<file path="config.mk">
export PLATFORM = sky130hd
export DESIGN_NAME = operate_unit
export DESIGN_NICKNAME = d
export VERILOG_FILES = /design/src/rtl/operate_unit.sv
export SDC_FILE = /design/constraint.sdc
export NUM_CORES = 1
export LEC_CHECK = 0
export ABC_AREA = 1
export BUFFER_PORTS_ARGS = -buffer_cell sky130_fd_sc_hd__buf_2
export CAP_MARGIN = 30
export CELL_PAD_IN_SITES_DETAIL_PLACEMENT = 1
export CELL_PAD_IN_SITES_GLOBAL_PLACEMENT = 1
export CORE_ASPECT_RATIO = 0.6
export CORE_MARGIN = 5
export CORE_UTILIZATION = 28
export CTS_CLUSTER_SIZE = 28
export DETAILED_ROUTE_END_ITERATION = 12
export HOLD_SLACK_MARGIN = 0.15
export PLACE_DENSITY_LB_ADDON = 0.2
export SYNTH_ARGS = -nofsm -noshare
export SYNTH_HDL_FRONTEND = slang
export SYNTH_SLANG_ARGS = --single-unit
</file>
<file path="constraint.sdc">
create_clock -name clk -period 3 [get_ports clk]
set_input_delay 0.6 -clock clk [delete_from_list [all_inputs] [get_ports clk]]
set_output_delay 0.6 -clock clk [all_outputs]
set_load 0.02 [all_outputs]
</file>
<file path="src/rtl/operate_unit.sv">
module operate_unit #(
  parameter int XLEN = 16
) (
  input  logic            clk,
  input  logic            rst_n,
  input  logic [15:0]     instr,
  input  logic            instr_valid,
  input  logic [XLEN-1:0] sr1_data,
  input  logic [XLEN-1:0] sr2_data,
  input  logic            ld_cc,
  input  logic [XLEN-1:0] ld_val,
  input  logic            ld_val_en,
  output logic [2:0]      sr1_idx,
  output logic [2:0]      sr2_idx,
  output logic [2:0]      dst_idx,
  output logic [XLEN-1:0] result,
  output logic            wr_en,
  output logic [2:0]      cc
);
  localparam int IMM_W = 5;
  localparam logic [3:0] OP_ADD = 4'b0001;
  localparam logic [3:0] OP_AND = 4'b0101;
  localparam logic [3:0] OP_NOT = 4'b1001;

  logic [3:0]      opc;
  logic            is_add, is_and, is_not;
  logic [XLEN-1:0] opnd_b, cc_src;
  logic [2:0]      cc_next;

  assign opc     = instr[15:12];
  assign is_add  = (opc == OP_ADD);
  assign is_and  = (opc == OP_AND);
  assign is_not  = (opc == OP_NOT);
  assign dst_idx = instr[11:9];
  assign sr1_idx = instr[8:6];
  assign sr2_idx = instr[2:0];

  assign opnd_b = instr[5] ? {{(XLEN-IMM_W){instr[IMM_W-1]}}, instr[IMM_W-1:0]} : sr2_data;

  always_comb begin
    if (is_add)      result = sr1_data + opnd_b;
    else if (is_and) result = sr1_data & opnd_b;
    else             result = ~sr1_data;
  end

  assign wr_en = instr_valid & (is_add | is_and | is_not);

  assign cc_src  = wr_en ? result : ld_val;
  assign cc_next = {cc_src[XLEN-1], (cc_src == '0), ~cc_src[XLEN-1] & (cc_src != '0)};

  always_ff @(posedge clk) begin
    if (!rst_n)                           cc <= 3'b010;
    else if (ld_cc && (wr_en || ld_val_en)) cc <= cc_next;
  end

  a_r7_cc_onehot: assert property (@(posedge clk) disable iff (!rst_n)
    $countones(cc) == 1);

  a_r10_cc_hold: assert property (@(posedge clk) disable iff (!rst_n)
    !ld_cc |=> $stable(cc));

  a_r8_cc_from_result: assert property (@(posedge clk) disable iff (!rst_n)
    (ld_cc && wr_en) |=> (cc[1] == ($past(result) == '0)) && (cc[2] == $past(result[XLEN-1])));

  a_r6_no_write_other_op: assert property (@(posedge clk) disable iff (!rst_n)
    (instr[15:12] != 4'b0001 && instr[15:12] != 4'b0101 && instr[15:12] != 4'b1001) |-> !wr_en);

  a_r9_idle_no_change: assert property (@(posedge clk) disable iff (!rst_n)
    (ld_cc && !wr_en && !ld_val_en) |=> $stable(cc));
endmodule

</file>
# Yosys cells after proc, flatten, opt, wreduce, memory -nomap -nowiden
# Index checks and enable logic that the tools add are counted.
dict set report totals {
  in_bits 69
  register_bits 3
  out_inout_bits 29
  wordCells 20
}
dict set report op_classes {
  reduce_logical 4
  n_eq_ne 3
  n_bitwise 7
  n_mux 4
  addsub 1
}
# operator count
set ops {}
lappend ops {{16-bit 2-to-1 mux} 4}
lappend ops {{16-bit adder} 1}
lappend ops {{16-bit bitwise AND} 1}
lappend ops {{16-bit zero test} 1}
lappend ops {{16-bit NOT} 1}
lappend ops {{16-bit nonzero test} 1}
lappend ops {{4-bit by 1-bit == test with 1-bit output, second input constant} 1}
lappend ops {{4-bit by 3-bit == test with 1-bit output, second input constant} 1}
lappend ops {{4-bit == test, second input constant} 1}
lappend ops {{1-bit bitwise AND} 2}
lappend ops {{1-bit bitwise OR} 2}
lappend ops {{1-bit logical AND} 1}
lappend ops {{1-bit logical OR} 1}
lappend ops {{1-bit NOT} 1}

# Longest topological paths before layout
dict set report logic_depth {
  depth_word 7
  depth_mapped 22
  depth_no_buf 20
}

# Worst setup path before layout
# Ideal clock, no wire load.
dict set report synth_timing {
  kind {input port to output port}
  from {input instr[5]}
  to {output result[15]}
  arrival_ps 2363
  n_path_buf 2
  slack_ps 37
  t_required_ps 2400
  stages 13
  cell_sequence {clkbuf_1 > clkbuf_1 > o21ai_0 > ha_1 > nand2_1 > inv_1 > a21oi_2 > inv_1 > a21oi_1 > nand2_1 > nand2_1 > nand3_1 > nand2_1}
}
dict set report synth_via {
  elab_chain_len 4
  word_cells_on_any_way 5
  classes_between {add/sub (1); mux (3); bitwise (1)}
}
# element line_no
set synth_rtl {}
lappend synth_rtl {{start, declared} 6} ;# input logic [15:0] instr,
lappend synth_rtl {{16-bit 2-to-1 mux *} 38} ;# assign opnd_b = instr[5] ? {{(XLEN-IMM_W){instr[IMM_W-1]}}, instr[IMM_W-1:0]} : sr2_data;
lappend synth_rtl {{branches (longest 2 deep; another with 16-bit adder)} n/a}
lappend synth_rtl {{16-bit 2-to-1 mux *} 41} ;# if (is_add) result = sr1_data + opnd_b;
lappend synth_rtl {{end, declared} 16} ;# output logic [XLEN-1:0] result,
# Every way passes the cells marked *.

# Worst setup path after layout
dict set report layout_timing {
  from {input instr[5]}
  to {output result[5]}
}
# Same word-level chain as after synthesis.

==> impl_metrics.env <==
export IMPL_status="finished clean"
export IMPL_cts_root_to_sink_buffers=2
export IMPL_clkPwrFrac=0.133
export IMPL_synth_nets=446
export IMPL_grt_ovfl_total=0
export IMPL_hold_viol=0
export IMPL_worstSetupPathType="primary input to output port"
export IMPL_cts_inserted_buffers=3
export IMPL_vias=2801
export IMPL_cts_sinks=3
export IMPL_drive_above_1_share=0.524
export IMPL_worstMarginPinSlew_ns=0.582
export IMPL_viasPerCell=4.88
export IMPL_sw_frac_of_total=0.482
export IMPL_hp_class="flop to flop"
export IMPL_pre_cts_slack_ns=-0.165
export IMPL_period_needed_ns=2.98
export IMPL_cp_arrival_ns=2.38
export IMPL_grt_start_max_net_pins=17
export IMPL_grt_usage=0.204
export IMPL_syn2layout_area_growth_pct=84.2
export IMPL_drc=0
export IMPL_synth_compound_area_share=0.155
export IMPL_clk_pin_slew_ns=0.03
export IMPL_muxShareOfSynthArea=0.0245
export IMPL_rows=22
export IMPL_max_stage_delay_ns=0.31
export IMPL_io_buffers=85
export IMPL_cp_start_kind="primary input"
export IMPL_largest_register="cc"
export IMPL_synth_cell_type_count=31
export IMPL_combPwrFrac=0.818
export IMPL_grt_pass1_wl_um=13700
export IMPL_fin_crit_sh=0.992
export IMPL_insertion_delay_ns=0.22
export IMPL_clock_fmax_mhz=336
export IMPL_synthAdderAreaFrac=0.116
export IMPL_start_util=0.294
export IMPL_finalPower_uw=903
export IMPL_critPathTopFamily="buffers and inverters"
export IMPL_ios=98
export IMPL_cts_tree="built"
export IMPL_slew_violations=0
export IMPL_finalSetupViolCount=0
export IMPL_ant_nets=0
export IMPL_synth_area_leader_cell="nand2_1"
export IMPL_p_sw_uw=435
export IMPL_ys_warn_count=0
export IMPL_first_pass_iters=4
export IMPL_final_area_um2=3390
export IMPL_crit_path_max_fanout=5
export IMPL_path_cells="buf_6, buf_4, mux2_4, ha_4, nand2_4, nand2_2, nand3_2, buf_4, a21oi_1, nor2_2, nor2_2, buf_4"
export IMPL_netlist_area_um2=1840
export IMPL_p_int_uw=468
export IMPL_final_util=0.542
export IMPL_max_vdd_ir_drop_mv=0.145
export IMPL_powerDensity_nw_per_um2=267
export IMPL_synth_cells=360
export IMPL_die_area_um2=8340
export IMPL_ctsHoldBuffers=0
export IMPL_wl_um=9670
export IMPL_grt_pass1_vias=2764
export IMPL_reg_top3="cc x3"
export IMPL_htreeDepth=1
export IMPL_gp_routability_congestion=0.886
export IMPL_crit_required_ns=2.40
export IMPL_crit_buf_inv=4
export IMPL_synth_xor_area_share=0.00953
export IMPL_drv_cap=0
export IMPL_synth_avg_cell_area_um2=5.11
export IMPL_synth_seq_cells=3
export IMPL_routedWlPerCell_um=16.9
export IMPL_antenna_found_initial=0
export IMPL_synth_top_family_by_area="simple AND/OR/NAND/NOR gates"
export IMPL_finalNetCount=577
export IMPL_fin_ws_ns=0.0231
export IMPL_place_area_um2=2530
export IMPL_yosysSeqAreaShare=0.0327
export IMPL_first_iter_violations=135
export IMPL_die_w_um=115
export IMPL_p_leak_uw=0.00182
export IMPL_synth_simple_area_share=0.455
export IMPL_chipHeight_um=72.8
export IMPL_hpwl_um=7150
export IMPL_power_frac_seq=0.049
export IMPL_synth_area_leaders="nand2_1 25%, inv_1 14%, ha_1 12%"
export IMPL_core_area_um2=6250
export IMPL_insertedDiodeCount=0
export IMPL_cts_root_buf="clkbuf_8"
export IMPL_critical_path_slowest_cell="mux2_4"
export IMPL_yosysTopAreaCellShare=0.249
export IMPL_crit_path_end_kind="output port"
export IMPL_cp_common_cell="buf_4"
export IMPL_clock_skew_ns=0
export IMPL_relSlewSlack=0.608
export IMPL_largest_register_ffs=3
export IMPL_grt_setup_unrepaired="yes"
[cells in the mapped netlist]
cell      number
a21oi_2        1
o211ai_2       2
buf_4         10
dfxtp_1        3
xor2_1         2
buf_6          2
mux2_2         4
nand4_1        5
o21ai_2        2
or2_2          2
nor2_1        27
o21ai_1        2
o21bai_1       1
ha_1          17
nor3_1         3
nand2_1      122
o211ai_1       1
and2_1         2
clkbuf_1       3
a211oi_1       1
nor3_4         1
o21ai_0       22
nand3b_1       2
nand2_2        2
nand3_2        1
nor4_1         1
a21oi_1       13
inv_1         71
nand3_1       29
o22ai_1        4
inv_2          2
[final timing paths]
path                             endpoint  cells past startpoint      from  slack [ns]
worst min-delay path                cc[2]                      2     cc[2]        0.47
worst min register to register      cc[2]                      2     cc[2]        0.47
worst max-delay path            result[5]                     12  instr[5]        0.02
worst max register to register      cc[1]                      2     cc[1]        2.33
[cell families after synthesis]
kind of cell	Yosys count
AND/OR/NAND/NOR	197
buffers and inverters	88
AO/OA/AOI/OAI	49
adder cells (fa/ha/maj)	17
multiplexers	4
flip-flops	3
XOR/XNOR	2
[timing repair]
item | 4_1_cts | 5_1_grt
pin swaps | 29 | 51
resized for setup | 65 | 102
setup buffers | 11 | 10
setup endpoints to repair | 12 | 14
cloned | 1 | 0
[power groups by stage]
stage                     clock network, uW  registers, uW  logic (uW)
after floorplan                           0           48.2         290
after global placement                    0           44.6         476
after detailed placement                  0           44.8         493
after CTS                               121           44.4         584
after global routing                    128           44.6         795
final                                   120           44.4         739
[layout make-up]
| type | instances | area [um2] |
|---|---|---|
| Fill cell | 855 | 2860 |
| Tap cell | 84 | 105 |
| Multi-Input combinational cell | 269 | 1960 |
| Timing Repair Buffer | 141 | 946 |
| Clock buffer | 4 | 45.0 |
| Inverter | 73 | 274 |
| Sequential cell | 3 | 60.1 |
[layout by cell type (no fill, tap or decap), types with 3 or more instances in the layout]
| master | n |
|---|---|
| a21oi_1 | 8 |
| a21oi_2 | 3 |
| a21oi_4 | 3 |
| buf_2 | 73 |
| buf_4 | 55 |
| buf_6 | 10 |
| clkbuf_8 | 3 |
| dfxtp_1 | 3 |
| ha_1 | 5 |
| ha_4 | 12 |
| inv_1 | 67 |
| inv_2 | 6 |
| nand2_1 | 81 |
| nand2_2 | 35 |
| nand2_4 | 8 |
| nand3_1 | 19 |
| nand3_2 | 9 |
| nand4_1 | 5 |
| nor2_1 | 12 |
| nor2_2 | 6 |
| nor2_4 | 9 |
| nor3_1 | 3 |
| o21ai_0 | 11 |
| o21ai_1 | 4 |
| o21ai_2 | 6 |
| o21ai_4 | 5 |
| o22ai_1 | 4 |
[stage by stage]
step           cells  TNS [ns]  hold WS (ns)
2_1_floorplan    360         0         0.527
3_3_place_gp     549    -0.488         0.447
3_5_place_dp     549     -1.22         0.458
4_1_cts          565   -0.0798         0.463
5_1_grt          574    -0.393         0.510
6_report         574         0         0.472
[worst reg2reg max path, cell delays in order, from the launching register on]
cell	delay [ns]
dfxtp_1	0.30
a21oi_1	0.18
o21ai_2	0.07
[per-layer routing]
layer,routed length (um),vias up,track usage
li1,-,1387,-
met1,4580,1342,0.299
met2,4540,67,0.338
met3,519,5,0.0166
met4,32,0,0.0145
met5,0,-,0
(Power assumes the default switching activity.)
